## src/rtl/gpx_pkg.sv

```systemverilog
// Package gpx_pkg
// Shared types of the GPIO expander register bank. A register pointer is
// {kind, port}: the kind picks the register class and the port picks the byte
// lane. With two ports this puts the classes at pointer values 0-1, 2-3, 4-5
// and 6-7.
package gpx_pkg;
    localparam int KIND_W = 2;

    typedef enum logic [KIND_W-1:0] {
        KIND_IN  = 2'd0,
        KIND_OUT = 2'd1,
        KIND_POL = 2'd2,
        KIND_DIR = 2'd3
    } reg_kind_e;
endpackage

```

## src/rtl/gpx_sync.sv

```systemverilog
// Module gpx_sync
// Two-flop synchronizer for the sampled pin levels.
// Assumes: each bit is treated on its own. No bus coherence is promised
// across bits that change in the same cycle.
module gpx_sync #(
    parameter int WIDTH = 16
) (
    input  logic             clk,
    input  logic             rst_n,
    input  logic [WIDTH-1:0] d,
    output logic [WIDTH-1:0] q
);
    logic [WIDTH-1:0] stage1_q;

    // Move the pin levels through the two synchronizer stages.
    always_ff @(posedge clk) begin
        if (!rst_n) begin
            stage1_q <= '0;
            q        <= '0;
        end else begin
            stage1_q <= d;
            q        <= stage1_q;
        end
    end
endmodule

```

## src/rtl/gpx_cmd_ctrl.sv

```systemverilog
// Module gpx_cmd_ctrl
// Decodes the host byte events. It tracks whether the next received byte is a
// command byte and holds the register pointer. It issues one data-write or
// data-read strobe per accepted byte and steps the port field of the pointer
// after each of them.
// Assumes: PORTS is a power of two, so the port field wraps inside its pair.
// A received byte takes priority over a read request in the same cycle.
module gpx_cmd_ctrl #(
    parameter int PORTS = 2,
    localparam int PB    = $clog2(PORTS),
    localparam int PTR_W = gpx_pkg::KIND_W + PB
) (
    input  logic             clk,
    input  logic             rst_n,
    input  logic             start,
    input  logic             stop,
    input  logic             wr_valid,
    input  logic [PTR_W-1:0] cmd_bits,
    input  logic             rd_req,
    output logic [PTR_W-1:0] ptr_q,
    output logic             armed_q,
    output logic             data_wr,
    output logic             data_rd
);
    logic             cmd_take;
    logic [PB-1:0]    port_next;

    // Sort the current byte event into command, data write or data read.
    always_comb begin
        cmd_take  = wr_valid & (start | armed_q);
        data_wr   = wr_valid & ~(start | armed_q);
        data_rd   = rd_req & ~wr_valid;
        port_next = ptr_q[PB-1:0] + 1'b1;
    end

    // Keep the command-expected flag: set by a start, cleared by a byte or a stop.
    always_ff @(posedge clk) begin
        if (!rst_n) begin
            armed_q <= 1'b0;
        end else if (start && !wr_valid) begin
            armed_q <= 1'b1;
        end else if (wr_valid || stop) begin
            armed_q <= 1'b0;
        end
    end

    // Load the pointer from a command byte, or step it within its pair after a data byte.
    always_ff @(posedge clk) begin
        if (!rst_n) begin
            ptr_q <= '0;
        end else if (cmd_take) begin
            ptr_q <= cmd_bits;
        end else if (data_wr || data_rd) begin
            ptr_q <= {ptr_q[PTR_W-1:PB], port_next};
        end
    end
endmodule

```

## src/rtl/gpx_regfile.sv

```systemverilog
// Module gpx_regfile
// Holds the writable registers: output value, polarity and direction, one
// byte of each per port. The input class has no storage here, so a write that
// selects it falls through without effect.
// Assumes: wr_en is a single-cycle strobe and wr_idx is a valid pointer.
module gpx_regfile #(
    parameter int PORTS  = 2,
    parameter int PORT_W = 8,
    localparam int PB    = $clog2(PORTS),
    localparam int PTR_W = gpx_pkg::KIND_W + PB,
    localparam int ALL_W = PORTS * PORT_W
) (
    input  logic              clk,
    input  logic              rst_n,
    input  logic              wr_en,
    input  logic [PTR_W-1:0]  wr_idx,
    input  logic [PORT_W-1:0] wr_byte,
    output logic [ALL_W-1:0]  out_vec,
    output logic [ALL_W-1:0]  pol_vec,
    output logic [ALL_W-1:0]  dir_vec
);
    import gpx_pkg::*;

    reg_kind_e     wr_kind;
    logic [PB-1:0] wr_port;

    // Split the write index into register class and port lane.
    always_comb begin
        wr_kind = reg_kind_e'(wr_idx[PTR_W-1:PB]);
        wr_port = wr_idx[PB-1:0];
    end

    for (genvar p = 0; p < PORTS; p++) begin : g_port
        logic hit;

        // Decide whether this cycle's write targets this port's lane.
        always_comb hit = wr_en && (wr_port == PB'(p));

        // Update this port's writable registers; all pins come out of reset as inputs.
        always_ff @(posedge clk) begin
            if (!rst_n) begin
                out_vec[p*PORT_W +: PORT_W] <= '1;
                pol_vec[p*PORT_W +: PORT_W] <= '0;
                dir_vec[p*PORT_W +: PORT_W] <= '1;
            end else if (hit) begin
                case (wr_kind)
                    KIND_OUT: out_vec[p*PORT_W +: PORT_W] <= wr_byte;
                    KIND_POL: pol_vec[p*PORT_W +: PORT_W] <= wr_byte;
                    KIND_DIR: dir_vec[p*PORT_W +: PORT_W] <= wr_byte;
                    default:  ;
                endcase
            end
        end
    end
endmodule

```

## src/rtl/gpio16_regbank.sv

```systemverilog
// Module gpio16_regbank
// Register bank of a two-port GPIO expander behind a byte-level bus target.
// It ties the event decoder, the register file and the pin synchronizer
// together, selects the read byte and drives the pin enables and values.
// Assumes: the bus target gives at most one of start/stop per cycle and holds
// host_wr_data valid while host_wr_valid is high.
module gpio16_regbank #(
    parameter int PORTS  = 2,
    parameter int PORT_W = 8,
    localparam int PB    = $clog2(PORTS),
    localparam int PTR_W = gpx_pkg::KIND_W + PB,
    localparam int ALL_W = PORTS * PORT_W
) (
    input  logic              clk,
    input  logic              rst_n,
    input  logic              host_start,
    input  logic              host_stop,
    input  logic              host_wr_valid,
    input  logic [PORT_W-1:0] host_wr_data,
    input  logic              host_rd_req,
    output logic [PORT_W-1:0] host_rd_data,
    input  logic [ALL_W-1:0]  pin_in,
    output logic [ALL_W-1:0]  pin_out,
    output logic [ALL_W-1:0]  pin_oe
);
    import gpx_pkg::*;

    logic [PTR_W-1:0]  ptr_q;
    logic              armed_q;
    logic              data_wr;
    logic              data_rd;
    logic [ALL_W-1:0]  out_vec;
    logic [ALL_W-1:0]  pol_vec;
    logic [ALL_W-1:0]  dir_vec;
    logic [ALL_W-1:0]  pin_sync;
    logic [ALL_W-1:0]  in_view;
    logic [PORT_W-1:0] rd_mux;
    reg_kind_e         rd_kind;
    logic [PB-1:0]     rd_port;

    gpx_cmd_ctrl #(.PORTS(PORTS)) u_ctrl (
        .clk      (clk),
        .rst_n    (rst_n),
        .start    (host_start),
        .stop     (host_stop),
        .wr_valid (host_wr_valid),
        .cmd_bits (host_wr_data[PTR_W-1:0]),
        .rd_req   (host_rd_req),
        .ptr_q    (ptr_q),
        .armed_q  (armed_q),
        .data_wr  (data_wr),
        .data_rd  (data_rd)
    );

    gpx_regfile #(.PORTS(PORTS), .PORT_W(PORT_W)) u_regs (
        .clk     (clk),
        .rst_n   (rst_n),
        .wr_en   (data_wr),
        .wr_idx  (ptr_q),
        .wr_byte (host_wr_data),
        .out_vec (out_vec),
        .pol_vec (pol_vec),
        .dir_vec (dir_vec)
    );

    gpx_sync #(.WIDTH(ALL_W)) u_sync (
        .clk   (clk),
        .rst_n (rst_n),
        .d     (pin_in),
        .q     (pin_sync)
    );

    // Drive the pins: enabled where the direction bit is clear, value gated to driven pins.
    always_comb begin
        pin_oe  = ~dir_vec;
        pin_out = out_vec & ~dir_vec;
        in_view = pin_sync ^ pol_vec;
    end

    // Select the byte named by the pointer for the next read.
    always_comb begin
        rd_kind = reg_kind_e'(ptr_q[PTR_W-1:PB]);
        rd_port = ptr_q[PB-1:0];
        case (rd_kind)
            KIND_IN:  rd_mux = in_view[rd_port*PORT_W +: PORT_W];
            KIND_OUT: rd_mux = out_vec[rd_port*PORT_W +: PORT_W];
            KIND_POL: rd_mux = pol_vec[rd_port*PORT_W +: PORT_W];
            default:  rd_mux = dir_vec[rd_port*PORT_W +: PORT_W];
        endcase
    end

    // Capture the read byte when it is requested, so it holds while shifted out.
    always_ff @(posedge clk) begin
        if (!rst_n) begin
            host_rd_data <= '0;
        end else if (data_rd) begin
            host_rd_data <= rd_mux;
        end
    end
endmodule

```

## config.mk

```make
export PLATFORM = sky130hd
export DESIGN_NAME = gpio16_regbank
export DESIGN_NICKNAME = d
export VERILOG_FILES = /design/src/rtl/gpx_pkg.sv /design/src/rtl/gpx_sync.sv /design/src/rtl/gpx_cmd_ctrl.sv /design/src/rtl/gpx_regfile.sv /design/src/rtl/gpio16_regbank.sv
export SDC_FILE = /design/constraint.sdc
export NUM_CORES = 1
export LEC_CHECK = 0
export BUFFER_PORTS_ARGS = -buffer_cell sky130_fd_sc_hd__buf_2
export CAP_MARGIN = 5
export CORE_MARGIN = 4
export CORE_UTILIZATION = 50
export CTS_CLUSTER_SIZE = 8
export DETAILED_ROUTE_END_ITERATION = 10
export GPL_ROUTABILITY_DRIVEN = 0
export GPL_TIMING_DRIVEN = 0
export PLACE_DENSITY = 0.86
export SETUP_SLACK_MARGIN = 0.02
export SYNTH_ARGS = -nofsm -noshare
export SYNTH_HDL_FRONTEND = slang
export SYNTH_SLANG_ARGS = --single-unit
```

## constraint.sdc

```tcl
create_clock -name clk -period 1.25 [get_ports clk]
set_clock_uncertainty 0.1 [all_clocks]
set_input_delay 0.0625 -clock clk [delete_from_list [all_inputs] [get_ports clk]]
set_output_delay 0.0625 -clock clk [all_outputs]
set_load 0.1 [all_outputs]
```

### Word-level counts from Yosys, hierarchy flattened

Index checks and enable logic that the tools add are counted.

| cells by class | value |
|---|---|
| multipliers | 0 |
| add/sub/neg operators | 1 |
| reductions and logical operators | 15 |
| muxes and demuxes | 5 |
| bitwise gates (word level) | 10 |
| divide/modulo/power cells | 0 |
| shift operators | 4 |
| eq/ne operators | 3 |
| $lt $le $gt $ge | 0 |

Operator list:

| operator | number |
|---|---|
| variable part select 16 x 5 -> 8 bit | 4 |
| case mux 8 bit (3 select lines) | 1 |
| bitwise AND 16 bit | 1 |
| inverter 16 bit | 1 |
| bitwise XOR 16 bit | 1 |
| AND reduction 2 bit | 6 |
| equality test 2 bit, second input constant | 2 |
| nonzero test 2 bit | 2 |
| bitwise AND 1 bit | 3 |
| logical AND 1 bit | 3 |
| 2-to-1 mux 1 bit | 3 |
| 2-to-1 mux 3 bit | 1 |
| inverter 1 bit | 3 |
| equality test 2 x 1 -> 1 bit, second input constant | 1 |
| zero test 2 bit | 1 |
| logical OR 1 bit | 2 |
| adder 1 bit, second input constant | 1 |
| zero test 1 bit | 1 |
| bitwise OR 1 bit | 1 |

| word-level totals | value |
|---|---|
| bits in latches | 0 |
| flip-flop bits (word level) | 92 |
| memory bits (writable) | 0 |
| input bits | 30 |
| output and inout port bits | 40 |
| memories | 0 |
| ROM bits | 0 |
| word-level logic and storage cells | 50 |

### Longest topological paths before layout

Gate-level depths: netlist (run 1).

| depth | value |
|---|---|
| depth after elaboration | 6 |
| depth in mapped cells | 6 |
| depth with buffers taken out | 4 |

### Cells and area by module

Synthesis (run 1) repeated with hierarchy kept, for this count alone.

| second synthesis, totals | value |
|---|---|
| cells, all modules | 440 |
| area total of the unflattened synthesis | 4197.8 um2 |

By module, submodules not included:

| module | area each (um2) | cells each | instances | sequential area each (um2) |
|---|---|---|---|---|
| gpx_regfile | 1923.1 | 178 | 1 | 960.9 |
| gpio16_regbank | 1201.2 | 175 | 1 | 160.2 |
| gpx_sync | 895.9 | 67 | 1 | 640.6 |
| gpx_cmd_ctrl | 177.7 | 20 | 1 | 80.1 |

### Least setup slack after synthesis (run 1)

Ideal clock, no wire load.

| path | value |
|---|---|
| kind | flip-flop to output port |
| from | register u_regs.out_vec[15] |
| to | output pin_out[15] |
| path buffers | 0 |
| required time | 1.087 ns |
| slack | -0.592 ns |
| stages on the path, launching flop included | 2 |
| data arrival time | 1.679 ns |
| cell sequence | dfxtp_1 nor2b_1 |

| between the ends | value |
|---|---|
| word-level cells in the longest chain between the ends | 1 |

Ends and longest elaborated chain:

| element | RTL line | RTL |
|---|---|---|
| start: declaration | gpx_regfile.sv:18 | `output logic [ALL_W-1:0] out_vec,` |
| start signal: indexed assignment | gpx_regfile.sv:47 | `KIND_OUT: out_vec[p*PORT_W +: PORT_W] <= wr_byte;` |
| bitwise AND 16 bit | gpio16_regbank.sv:76 | `pin_out = out_vec & ~dir_vec;` |
| end: declaration | gpio16_regbank.sv:23 | `output logic [ALL_W-1:0] pin_out,` |

Every way passes these cells.

### Worst setup path after layout (run 1)

| path | value |
|---|---|
| from | register u_ctrl.ptr_q[2] |
| to | register host_rd_data[7] |

| between the ends | value |
|---|---|
| word-level cells in the longest chain between the ends | 2 |
| elaborated cells on any way between the ends | 4 |
| those cells by class | eq/ne: 2; mux: 1; reduce/logical: 1 |

Ends and longest elaborated chain:

| element | RTL line | RTL |
|---|---|---|
| start: declaration | gpx_cmd_ctrl.sv:20 | `output logic [PTR_W-1:0] ptr_q,` |
| start signal: assignment | gpx_cmd_ctrl.sv:52 | `ptr_q <= cmd_bits;` |
| start signal: assignment | gpx_cmd_ctrl.sv:54 | `ptr_q <= {ptr_q[PTR_W-1:PB], port_next};` |
| equality test 2 bit (tied with other cells) | gpio16_regbank.sv:84 | `case (rd_kind)` |
| case mux 8 bit (3 select lines) * | gpio16_regbank.sv:84 |  |
| end signal: assignment | gpio16_regbank.sv:97 | `host_rd_data <= rd_mux;` |
| end: declaration | gpio16_regbank.sv:21 | `output logic [PORT_W-1:0] host_rd_data,` |

Mark *: on every way between the ends. The rest lies on a longest branch, timed or not.
A chain may end at the register's enable or synchronous reset.

==> key figures, run 1 <==
Run status
  – Run status: finished with violations
  – Failing checks: setup timing

Floorplan
  – Num ports: 70
  – Initial Util: a little over half
  – Placeable core area: 7810 sq um
  – Core Rows: 32
  – Die width: a little under 100 um
  – Vert. Die Dim: around 100 um
  – Die area: 9660 sq um

Placement
  – Dpl hpwl: 7320 um
  – I/O Buffers: around 70
  – Placed Instances: 598
  – Dpl cell area: 4730 sq um

Power and ir drop
  – Pint: between 4 and 5 mW
  – Sw Ratio: 28.4%
  – Combinational share of power: 13.7%
  – P_leak: 2.65 nW
  – Seq pwr share: 52.5%
  – Tot Pwr: about 5.8 mW
  – Pwr dens: around 940 nW/um^2
  – NetSw: 1.64 mW
  – Peak supply drop: 853 uV
  – Clock group share of total power: 33.9%

Finish
  – Design area: 6130 sq um
  – Area of the multi-input gates: 2250 sq um
  – Non-Filler Instances: 666
  – Area grow syn2layout: 50.5%
  – # nets final: 589
  – Filler instances: 447
  – Layout cells sized above 1: around two fifths
  – FF/Latch Area: about 1900 sq um
  – ANT cells: 0

Yosys
  – Distinct cells, synth: 35
  – Part of the Yosys area used for sequential elements: 45.2%
  – Register bit total from synthesis: roughly 90
  – Async S/R FF share, synth: 0%
  – Gate Count Post-Synth: ~430
  – Synthesized cell area: between 4000 and 5000 sq um
  – Syn nets: 457
  – Mean post-synth cell area: approximately 9.5 sq um
  – Most used DFF post-synth: dfxtp_1
  – Count of flip-flops with a built-in enable after synthesis: 0
  – Yosys warnings: 0

Clock tree
  – Clk root buf: clkbuf_8
  – # clock sinks: approximately 90
  – Clock Tree Buf Depth: 2
  – Worst-path clk slew: 0.09 ns
  – H-tree levels: 3
  – CTS tree: done
  – Worst-Skew Late Latency: 0.37 ns
  – Number of buffers created by CTS: 9

STA
  – Worst slew pin tran: about 0.59 ns
  – Final setup violating endpoints: 61
  – Max Slew Vio Count: 0
  – Tmin final: around 1.6 ns
  – RSZ-0062 raised after global routing: yes
  – F_max: 0.633 GHz
  – Rel. slew slack: 60.6%
  – Final period util: 126%
  – Final hold viol count: 0
  – Worst setup margin: -0.329 ns

Global routing
  – Vias in the first global route: 3737
  – GR Overflow Total: 0
  – Largest net degree at the start of global routing: 18
  – Initial antenna violation count: 0
  – GRT Overall Usage: 25.0%
  – First-pass GRT wire length: 19300 um

Route
  – Detailed Route WL: between 10000 and 15000 um
  – Via Count: 3723
  – Routed Antenna Nets: 0
  – Post-route DRC: 0
  – Vias per inst: about 5.6
  – Router iterations before antenna repair: 6
  – Detailed router's first-iteration violation count: 400
  – WL/cell: 19.8 um

Min path
  – Hold Path End: u_ctrl.ptr_q[1]
  – Worst min-delay path category: in2reg
  – Min-delay src: host_wr_valid
  – Hold Path Depth: 4

Worst setup path
  – Worst r2r path cells: 6
  – Critical path's largest stage delay: 0.39 ns
  – Delay-heaviest family, CP: flip-flops
  – R2R setup slack: -0.33 ns
  – Slowest stage cell on the critical path: dfxtp_4
  – Crit Path Max Fanout: 10
  – CP Cell Sequence: buf_8 > buf_8 > mux2i_2 > nand2_1 > o2111ai_1 > o211ai_1
  – Critical Path Sink Type: flip-flop
  – Worst EP arrival: 1.72 ns
  – Worst Setup Path Type: reg2reg
  – Worst r2r src: u_ctrl.ptr_q[2]
  – CP bufs+invs: 2
  – Startpoint types: flip-flop
  – Cell repeated most along the worst path: buf_8
  – Crit path required time: about 1.4 ns
  – RR Endpoint: host_rd_data[7]

Job
  – Max-Cap Viols: 0
-- state kept, by name (all words and copies together) (netlist names) --
| name | flops |
|---|---|
| u_sync.stage1_q | 16 |
| u_regs.pol_vec | 16 |
| host_rd_data | 8 |
| u_regs.dir_vec | 16 |
| u_sync.q | 16 |
| u_regs.out_vec | 16 |
| u_ctrl.armed_q | 1 |
| u_ctrl.ptr_q | 3 |
-- synthesized netlist by cell type, types with 2 or more instances --
cell type   n  area share [%]
xnor2_1     8             1.7
buf_6       3            0.83
buf_4       5            0.92
buf_2       8            0.98
nand4_4     2             1.0
a211o_1     8             1.7
mux2i_1    50              12
inv_1      18             1.7
clkbuf_1   12             1.1
dfxtp_1    92              45
o211ai_2    2            0.61
a21boi_0    2            0.37
nand4b_1    2            0.43
nand2_1    55             5.1
o221ai_1    7             1.5
o211ai_1    8             1.5
nand2b_1   23             3.5
nor2b_1    36             5.5
o2bb2ai_1   7             1.5
nand3b_1    8             1.5
a21oi_1     8            0.98
and2_1     33             5.1
o21ai_0    16             2.0
o2111ai_1   2            0.43
nand2_2     2            0.31
-- through the flow --
stage,hold WS [ns],setup TNS (ns),worst slack (ns),utilization [%]
after detailed placement,0.171,-10.83,-0.261,60.6
final,0.0649,-9.78,-0.329,78.6
after CTS,0.0355,-6.51,-0.217,74.9
after floorplan,0.0312,-1.49,-0.0780,-
after global placement,0.167,-8.19,-0.210,60.6
after global routing,0.0680,-12.39,-0.371,78.6
-- cells in the final DEF (no fill, tap or decap), drive strengths merged, types with 8 or more instances in the layout --
cell type / count
o211ai: 10
nand3b: 8
and2: 34
buf: 109
nand2b: 23
a21oi: 8
dlygate4sd3: 29
xnor2: 8
o21ai: 16
mux2i: 50
a211o: 8
nor2b: 36
inv: 14
dfxtp: 92
clkbuf: 22
nand2: 57
clkinvlp: 9
-- what timing repair did --
item	in CTS	in global routing
resized for setup	168	48
hold buffers	29	0
endpoints found under the setup margin	98	87
pin swaps	9	17
hold endpoints to repair	66	0
buffers inserted	12	10
gates cloned	1	0
-- routing by layer --
| metal | vias to the layer above | global-route usage [%] | routed length, um |
|---|---|---|---|
| met5 | - | 0 | 0 |
| met4 | 0 | 6.93 | 410 |
| met3 | 49 | 6.07 | 1310 |
| met2 | 249 | 44.1 | 6500 |
| met1 | 1733 | 30.2 | 4960 |
| li1 | 1692 | - | - |
-- cell families (layout without fill, tap and decap cells) --
kind of cell    count (synthesis)  in the layout  share of synthesized area (%)
flops                          92             92                           45.2
buf+inv                        47            184                           5.99
xor+xnor                        8              8                           1.72
mux                            50             50                           12.3
compound gates                 62             62                           10.9
simple gates                  168            168                           23.9
-- power by group through the flow --
stage               clock network [mW]  registers (mW)  logic (mW)
CTS                               1.97            3.02       0.704
floorplan                            0            3.18       0.315
global placement                     0            3.11       0.566
detailed placement                   0            3.11       0.575
finish                            1.96            3.03       0.790
global route                      2.09            3.04       0.833
-- worst min-delay path: stages --
cell     delay [ns]
buf_2          0.15
o21ai_4        0.10
mux2i_1        0.08
nor2b_1        0.11
-- worst max path at each step --
stage / startpoint / to / depth (start not counted)
floorplan: u_ctrl.armed_q / u_regs.out_vec[0] / 5
CTS: u_ctrl.ptr_q[2] / u_regs.out_vec[5] / 5
finish: u_ctrl.ptr_q[2] / host_rd_data[7] / 6
global route: u_ctrl.ptr_q[2] / host_rd_data[7] / 6
detailed placement: rst_n / u_regs.dir_vec[3] / 4
global placement: u_ctrl.ptr_q[1] / host_rd_data[5] / 5
-- layout make-up --
cell class / instances / area share, %
multi-input cells: 288 / 36.7
flip-flops and latches: 92 / 31.6
clock buffers: 10 / 2.24
plain buffers: 29 / 4.06
repair buffers: 121 / 20.8
clock inverters: 6 / 0.877
well taps: 102 / 2.08
inverters: 18 / 1.59
(Power assumes the default switching activity.)
==> inputs of run 2 (changes only) <==
SKIP_LAST_GASP = 1   (was unset)
==> key figures, run 2 (synthesis gave the netlist of run 1 again) <==
STA
  – Rel. slew slack: 60.1% (-0.53 points)
  – Worst setup margin: -0.275 ns (+0.0538 ns)
  – Max Slew Vio Count: 0 (unchanged)
  – Worst slew pin tran: 0.599 ns (+0.00796 ns)
  – Final period util: 122% (-4.3 points)
  – RSZ-0062 raised after global routing: yes
  – F_max: 0.656 GHz (+3.5%)
  – Final setup violating endpoints: 59 (-3.3%)
  – Tmin final: 1.53 ns (-0.0538 ns)
  – Final hold viol count: 0 (unchanged)
  – Post-route setup TNS: -9.00 ns (+0.786 ns)

Clock tree
  – Clk root buf: clkbuf_8
  – # clock sinks: 92 (unchanged)
  – Worst-Skew Late Latency: 0.37 ns (about the same)
  – CTS tree: done
  – Number of buffers created by CTS: 9 (unchanged)
  – Clock Tree Buf Depth: 2 (unchanged)
  – Worst-path clk slew: 0.09 ns (about the same)
  – H-tree levels: 3 (unchanged)

Global routing
  – First-pass GRT wire length: 19200 um (-0.47%)
  – GRT Overall Usage: 24.9% (-0.13 points)
  – GR Overflow Total: 0 (unchanged)
  – Initial antenna violation count: 0 (unchanged)
  – Vias in the first global route: 3727 (-0.27%)
  – Largest net degree at the start of global routing: 18 (unchanged)

Power and ir drop
  – Seq pwr share: 52.5% (about the same)
  – NetSw: 1.64 mW (-0.19%)
  – Clock group share of total power: 34.1% (+0.2 points)
  – Peak supply drop: 892 uV (+4.5%)
  – Pwr dens: 949 nW/um^2 (+0.70%)
  – Sw Ratio: 28.4% (about the same)
  – Combinational share of power: 13.5% (-0.2 points)
  – Pint: 4.14 mW (about the same)
  – P_leak: 2.64 nW (-0.63%)

Finish
  – Most common cell after layout, fill and taps aside: nand2_1
  – # nets final: 589 (unchanged)
  – Area grow syn2layout: 49.3%
  – ANT cells: 0 (unchanged)
  – Most frequent cells in the layout: 54 x nand2_1, 49 x dfxtp_1, 45 x mux2i_1
  – Final Core Density: 77.9% (-0.62 points)
  – Layout cells sized above 1: 39.5% (-0.71 points)
  – Area of the multi-input gates: 2230 sq um (-1.0%)
  – FF/Latch Area: 1940 sq um (unchanged)
  – Filler instances: 458 (+2.5%)

Floorplan
  – Initial Util: 52.2% (unchanged)
  – Die width: 98.3 um (unchanged)
  – Core Rows: 32 (unchanged)
  – Vert. Die Dim: 98.3 um (unchanged)
  – Die area: 9660 sq um (unchanged)
  – Placeable core area: 7810 sq um (unchanged)
  – Num ports: 70 (unchanged)

Worst setup path
  – Delay-heaviest family, CP: flip-flops
  – Worst r2r src: u_ctrl.ptr_q[2]
  – Crit Path Max Fanout: 8 (-2)
  – Cell repeated most along the worst path: buf_6
  – Crit path required time: 1.37 ns (-0.02 ns)
  – Slowest stage cell on the critical path: dfxtp_4
  – Worst EP arrival: 1.65 ns (-0.07 ns)
  – Critical path's largest stage delay: 0.37 ns (-0.02 ns)
  – Worst r2r path cells: 5 (-1)
  – CP Cell Sequence: buf_6 > and4bb_1 > buf_6 > mux2i_1 > nand2_1
  – Startpoint types: flip-flop
  – RR Endpoint: u_regs.out_vec[0]
  – Worst Setup Path Type: reg2reg
  – R2R setup slack: -0.28 ns (+0.05 ns)
  – CP Launch Point: u_ctrl.ptr_q[2]
  – CP bufs+invs: 2 (unchanged)
  – Critical Path Sink Type: flip-flop

Job
  – Max-Cap Viols: 0 (unchanged)

Route
  – Via Count: 3724 (+0.027%)
  – Detailed Route WL: 12600 um (-4.1%)
  – Detailed router's first-iteration violation count: 228 (-43%)
  – Router iterations before antenna repair: 5 (-1)
  – Routed Antenna Nets: 0 (unchanged)
  – Vias per inst: 5.59 (about the same)
  – WL/cell: 19.0 um (-4.1%)
  – Post-route DRC: 0 (unchanged)

Min path
  – Min-delay src: host_wr_valid
  – Worst min-delay path category: in2reg
  – Hold Path Depth: 4 (unchanged)
  – Hold Path End: u_ctrl.ptr_q[1]

Run status
  – Run status: finished with violations
  – Failing checks: setup timing

Placement
  – Dpl hpwl: 7320 um (unchanged)
  – I/O Buffers: 69 (unchanged)
-- run 2: worst max path at each step --
stage | to | slack (ns) | depth (start not counted)
after floorplan | u_regs.out_vec[0] | -0.08 | 5
after global placement | host_rd_data[5] | -0.21 | 5
after detailed placement | u_regs.dir_vec[3] | -0.26 | 4
after CTS | u_regs.out_vec[5] | -0.22 | 5
after global routing | u_regs.out_vec[0] | -0.30 | 5
final | u_regs.out_vec[0] | -0.28 | 5
-- run 2: stage by stage --
step / power [mW] / std cells / area [sq um] / setup WS (ns) / hold slack [ns]
5_1_grt: 5.96 / 666 / 6090 / -0.303 / 0.0727
2_1_floorplan: 3.50 / 427 / 4260 / -0.0780 / 0.0312
3_5_place_dp: 3.68 / 598 / 4730 / -0.261 / 0.171
4_1_cts: 5.70 / 656 / 5840 / -0.217 / 0.0355
6_report: 5.77 / 666 / 6090 / -0.275 / 0.0839
3_3_place_gp: 3.67 / 598 / 4730 / -0.210 / 0.167
-- run 2: area by class of cell --
type / count / area share, %
buffer: 29 / 4.09
sequential: 92 / 31.8
clock inverter: 6 / 0.884
clock buffer: 10 / 2.26
tap: 102 / 2.10
multi-input combinational: 288 / 36.7
timing repair buffer: 121 / 20.6
inverter: 18 / 1.60
-- run 2: tightest hold or removal path: cells and delay by family --
family	cells	cell delay (ns)
and+or+nand+nor	1	0.11
AOI/OAI and AO/OA	1	0.10
buffers and inverters	1	0.16
muxes	1	0.08
-- run 2: timing repair --
action,4_1_cts,5_1_grt
resized for setup,166,40
pin swaps,9,16
setup buffers,12,10
cloned,1,0
setup endpoints to repair,98,87
hold endpoints to repair,66,0
hold buffers,29,0
-- run 2: metal layers --
layer,track usage (%),share of wire [%]
met5,0,0
met4,7.04,2.0
met3,6.07,8.6
met2,43.5,50
met1,30.3,40
-- run 2: power by group through the flow --
stage	clock, mW	combinational [mW]	sequential, mW
global placement	0	0.566	3.11
global route	2.11	0.819	3.04
finish	1.97	0.777	3.03
detailed placement	0	0.575	3.11
CTS	1.97	0.704	3.02
floorplan	0	0.315	3.18
==> inputs of run 3 (changes only) <==
ABC_AREA = 1   (was unset)
PLACE_DENSITY = 0.84   (was 0.86)
clock period = 1.76 ns   (was 1.25 ns; I/O delays follow)
==> key figures, run 3 <==
Yosys
  – Syn nets: 612 (+34%)
  – Post-synth top area cell: dfxtp_1
  – Most frequent cell after synthesis: nand2_1
  – Distinct cells, synth: 17 (-51%)
  – Count of flip-flops with a built-in enable after synthesis: 0 (unchanged)
  – Gate Count Post-Synth: 582 (+36%)
  – Async S/R FF share, synth: 0% (unchanged)
  – Part of the Yosys area used for sequential elements: 46.7% (+1.5 points)
  – Synthesized cell area: 3940 sq um (-3.3%)
  – Register bit total from synthesis: 92 (unchanged)
  – Dominant cells by area after synthesis: dfxtp_1 47%, nand2_1 12%, inv_1 11%, a21oi_1 8.3%, o21ai_1 5.5%
  – Yosys warnings: 0 (unchanged)
  – Most used DFF post-synth: dfxtp_1
  – Mean post-synth cell area: 6.77 sq um (-29%)
  – List of most frequent post-synthesis cells: 126 x nand2_1, 111 x inv_1, 92 x dfxtp_1
  – Share of the synthesized area in the top cell type: 46.7% (+1.5 points)

Route
  – Vias per inst: 5.18 (-7.3%)
  – Router iterations before antenna repair: 6 (+1)
  – Routed Antenna Nets: 0 (unchanged)
  – Detailed router's first-iteration violation count: 323 (+42%)
  – Via Count: 4106 (+10%)
  – Post-route DRC: 0 (unchanged)
  – Detailed Route WL: 10900 um (-14%)
  – WL/cell: 13.8 um (-27%)

Worst setup path
  – RR Endpoint: host_rd_data[2]
  – Slowest stage cell on the critical path: dfxtp_1
  – Critical path's largest stage delay: 0.52 ns (+0.15 ns)
  – Startpoint types: flip-flop
  – CP Launch Point: u_ctrl.ptr_q[1]
  – Critical Path Sink Type: flip-flop
  – R2R setup slack: 0.10 ns (+0.38 ns)
  – Cell repeated most along the worst path: nand2_1
  – Worst r2r path cells: 7 (+2)
  – Crit path required time: 1.93 ns (+0.56 ns)
  – Worst Setup Path Type: reg2reg
  – Levels on crit path: 7 (+2)
  – CP Cell Sequence: nand2_2 > inv_4 > a21oi_1 > nand2_1 > nand3_1 > nand2_1 > inv_1
  – Delay-heaviest family, CP: simple AND/OR/NAND/NOR gates
  – Worst EP arrival: 1.83 ns (+0.18 ns)
  – CP bufs+invs: 2 (unchanged)
  – Worst r2r src: u_ctrl.ptr_q[1]
  – Crit path to: host_rd_data[2]
  – Crit Path Max Fanout: 16 (+8)

Finish
  – FF/Latch Area: 1840 sq um (-5.0%)
  – Area grow syn2layout: 25.2%
  – # nets final: 716 (+22%)
  – Layout cells sized above 1: 18.8% (-21 points)
  – Filler instances: 693 (+51%)
  – Area of the multi-input gates: 1610 sq um (-28%)
  – Non-Filler Instances: 792 (+19%)
  – ANT cells: 0 (unchanged)
  – Most frequent cells in the layout: 126 x nand2_1, 111 x inv_1, 92 x dfxtp_1
  – Most common cell after layout, fill and taps aside: nand2_1
  – Design area: 4940 sq um (-19%)
  – Final Core Density: 64.2% (-14 points)

Placement
  – I/O Buffers: 68 (-1.4%)
  – Placed Instances: 752 (+26%)
  – Dpl cell area: 4450 sq um (-6.0%)
  – Dpl hpwl: 7930 um (+8.3%)

Clock tree
  – Worst-path clk slew: 0.09 ns (about the same)
  – H-tree levels: 3 (unchanged)
  – Clock Tree Buf Depth: 2 (unchanged)
  – CTS tree: done
  – Clk root buf: clkbuf_8
  – Setup Buffers After CTS: 0 (-12)
  – Worst-Skew Late Latency: 0.36 ns (about the same)
  – Number of buffers created by CTS: 9 (unchanged)
  – # clock sinks: 92 (unchanged)

Global routing
  – GRT Overall Usage: 23.1% (-1.7 points)
  – GR Overflow Total: 0 (unchanged)
  – First-pass GRT wire length: 17700 um (-7.9%)
  – Largest net degree at the start of global routing: 15 (-3)
  – Vias in the first global route: 3962 (+6.3%)
  – Initial antenna violation count: 0 (unchanged)

STA
  – F_max: 0.603 GHz (-8.0%)
  – Max Slew Vio Count: 0 (unchanged)
  – Tmin final: 1.66 ns (+0.132 ns)
  – RSZ-0062 raised after global routing: yes
  – Final setup violating endpoints: 0 (-100%)
  – Worst slew pin tran: 0.551 ns (-0.0479 ns)
  – Rel. slew slack: 63.3% (+3.2 points)
  – Final hold viol count: 0 (unchanged)
  – Final period util: 94.2% (-28 points)

Floorplan
  – Vert. Die Dim: 96.8 um (-1.5%)
  – Num ports: 70 (unchanged)
  – Initial Util: 51.3% (-0.93 points)
  – Placeable core area: 7690 sq um (-1.5%)
  – Die width: 96.8 um (-1.5%)
  – Die area: 9370 sq um (-3.0%)
  – Core Rows: 32 (unchanged)

Job
  – Max-Cap Viols: 0 (unchanged)

Run status
  – Run status: finished clean

Min path
  – Hold Path Depth: 3 (-1)
  – Worst min-delay path category: in2reg

Power and ir drop
  – P_leak: 2.81 nW (+6.5%)
  – Peak supply drop: 520 uV (-42%)
  – Pwr dens: 863 nW/um^2 (-9.0%)
  – Tot Pwr: 4.26 mW (-26%)
## run 3: cell types whose count changed in the layout (fill, tap and decap cells not counted), sizes merged, moves of 32 or more
cell   previous run  this run
inv              14       119
and2             34         0
nor2              2        58
nand2            57       127
nor2b            36         0
a21oi             8        65
o21ai            16        62
nand3             0        32
mux2i            50         0
buf             109        77
## run 3: report_power, final
part | internal (mW) | switching [mW] | leakage [nW]
Clock | 0.724 | 0.718 | 0.105
Combinational | 0.195 | 0.438 | 1.95
Sequential | 2.15 | 0.0375 | 0.753
Total | 3.07 | 1.19 | 2.81
## run 3: how the worst min path moves through the flow
stage | to | start | slack, ns
final | u_regs.out_vec[14] | host_wr_data[6] | 0.02
after global routing | u_regs.dir_vec[14] | host_wr_data[6] | 0.03
after CTS | u_regs.out_vec[14] | host_wr_data[6] | 0.01
after detailed placement | u_sync.stage1_q[15] | pin_in[15] | 0.18
after global placement | u_sync.stage1_q[1] | pin_in[1] | 0.17
after floorplan | u_ctrl.armed_q | host_wr_valid | 0.08
## run 3: cell families (layout without fill, tap and decap cells)
family	after synthesis	count (layout)	synth area share (%)
simple gates	219	219	22.8
flops	92	92	46.7
buf+inv	143	251	14.1
compound gates	128	128	16.3
## run 3: worst min-delay path: stages
cell and delay [ns]:
buf_2 0.20, a21oi_1 0.10, o21ai_1 0.07
## run 3: through the flow
stage | setup slack (ns) | setup TNS, ns | hold WS [ns]
finish | 0.103 | 0 | 0.0226
global route | -0.0000369 | -0.0000369 | 0.0286
CTS | 0.0539 | 0 | 0.00951
detailed placement | 0.0735 | 0 | 0.177
global placement | 0.113 | 0 | 0.174
floorplan | 0.237 | 0 | 0.0795
## run 3: final cells by class
class | instances | share of cell area (%)
Multi-Input combinational cell | 347 | 32.6
Tap cell | 102 | 2.59
Timing Repair Buffer | 94 | 12.2
Inverter | 119 | 9.10
Sequential cell | 92 | 37.3
Clock buffer | 11 | 3.07
Clock inverter | 4 | 0.989
Buffer | 23 | 2.18
## run 3: per-layer routing
layer	global-route usage, %	vias to the layer above	share of wire, %
met4	7.78	0	2.8
met3	5.62	35	8.8
met2	40.9	188	49
met5	0	-	0
met1	27.3	1892	39
li1	-	1991	-
## run 3: timing repair
action | in CTS | in global routing
gates resized for setup | 0 | 11
hold endpoints to repair | 37 | 0
hold buffers | 26 | 0
setup endpoints to repair | 0 | 22
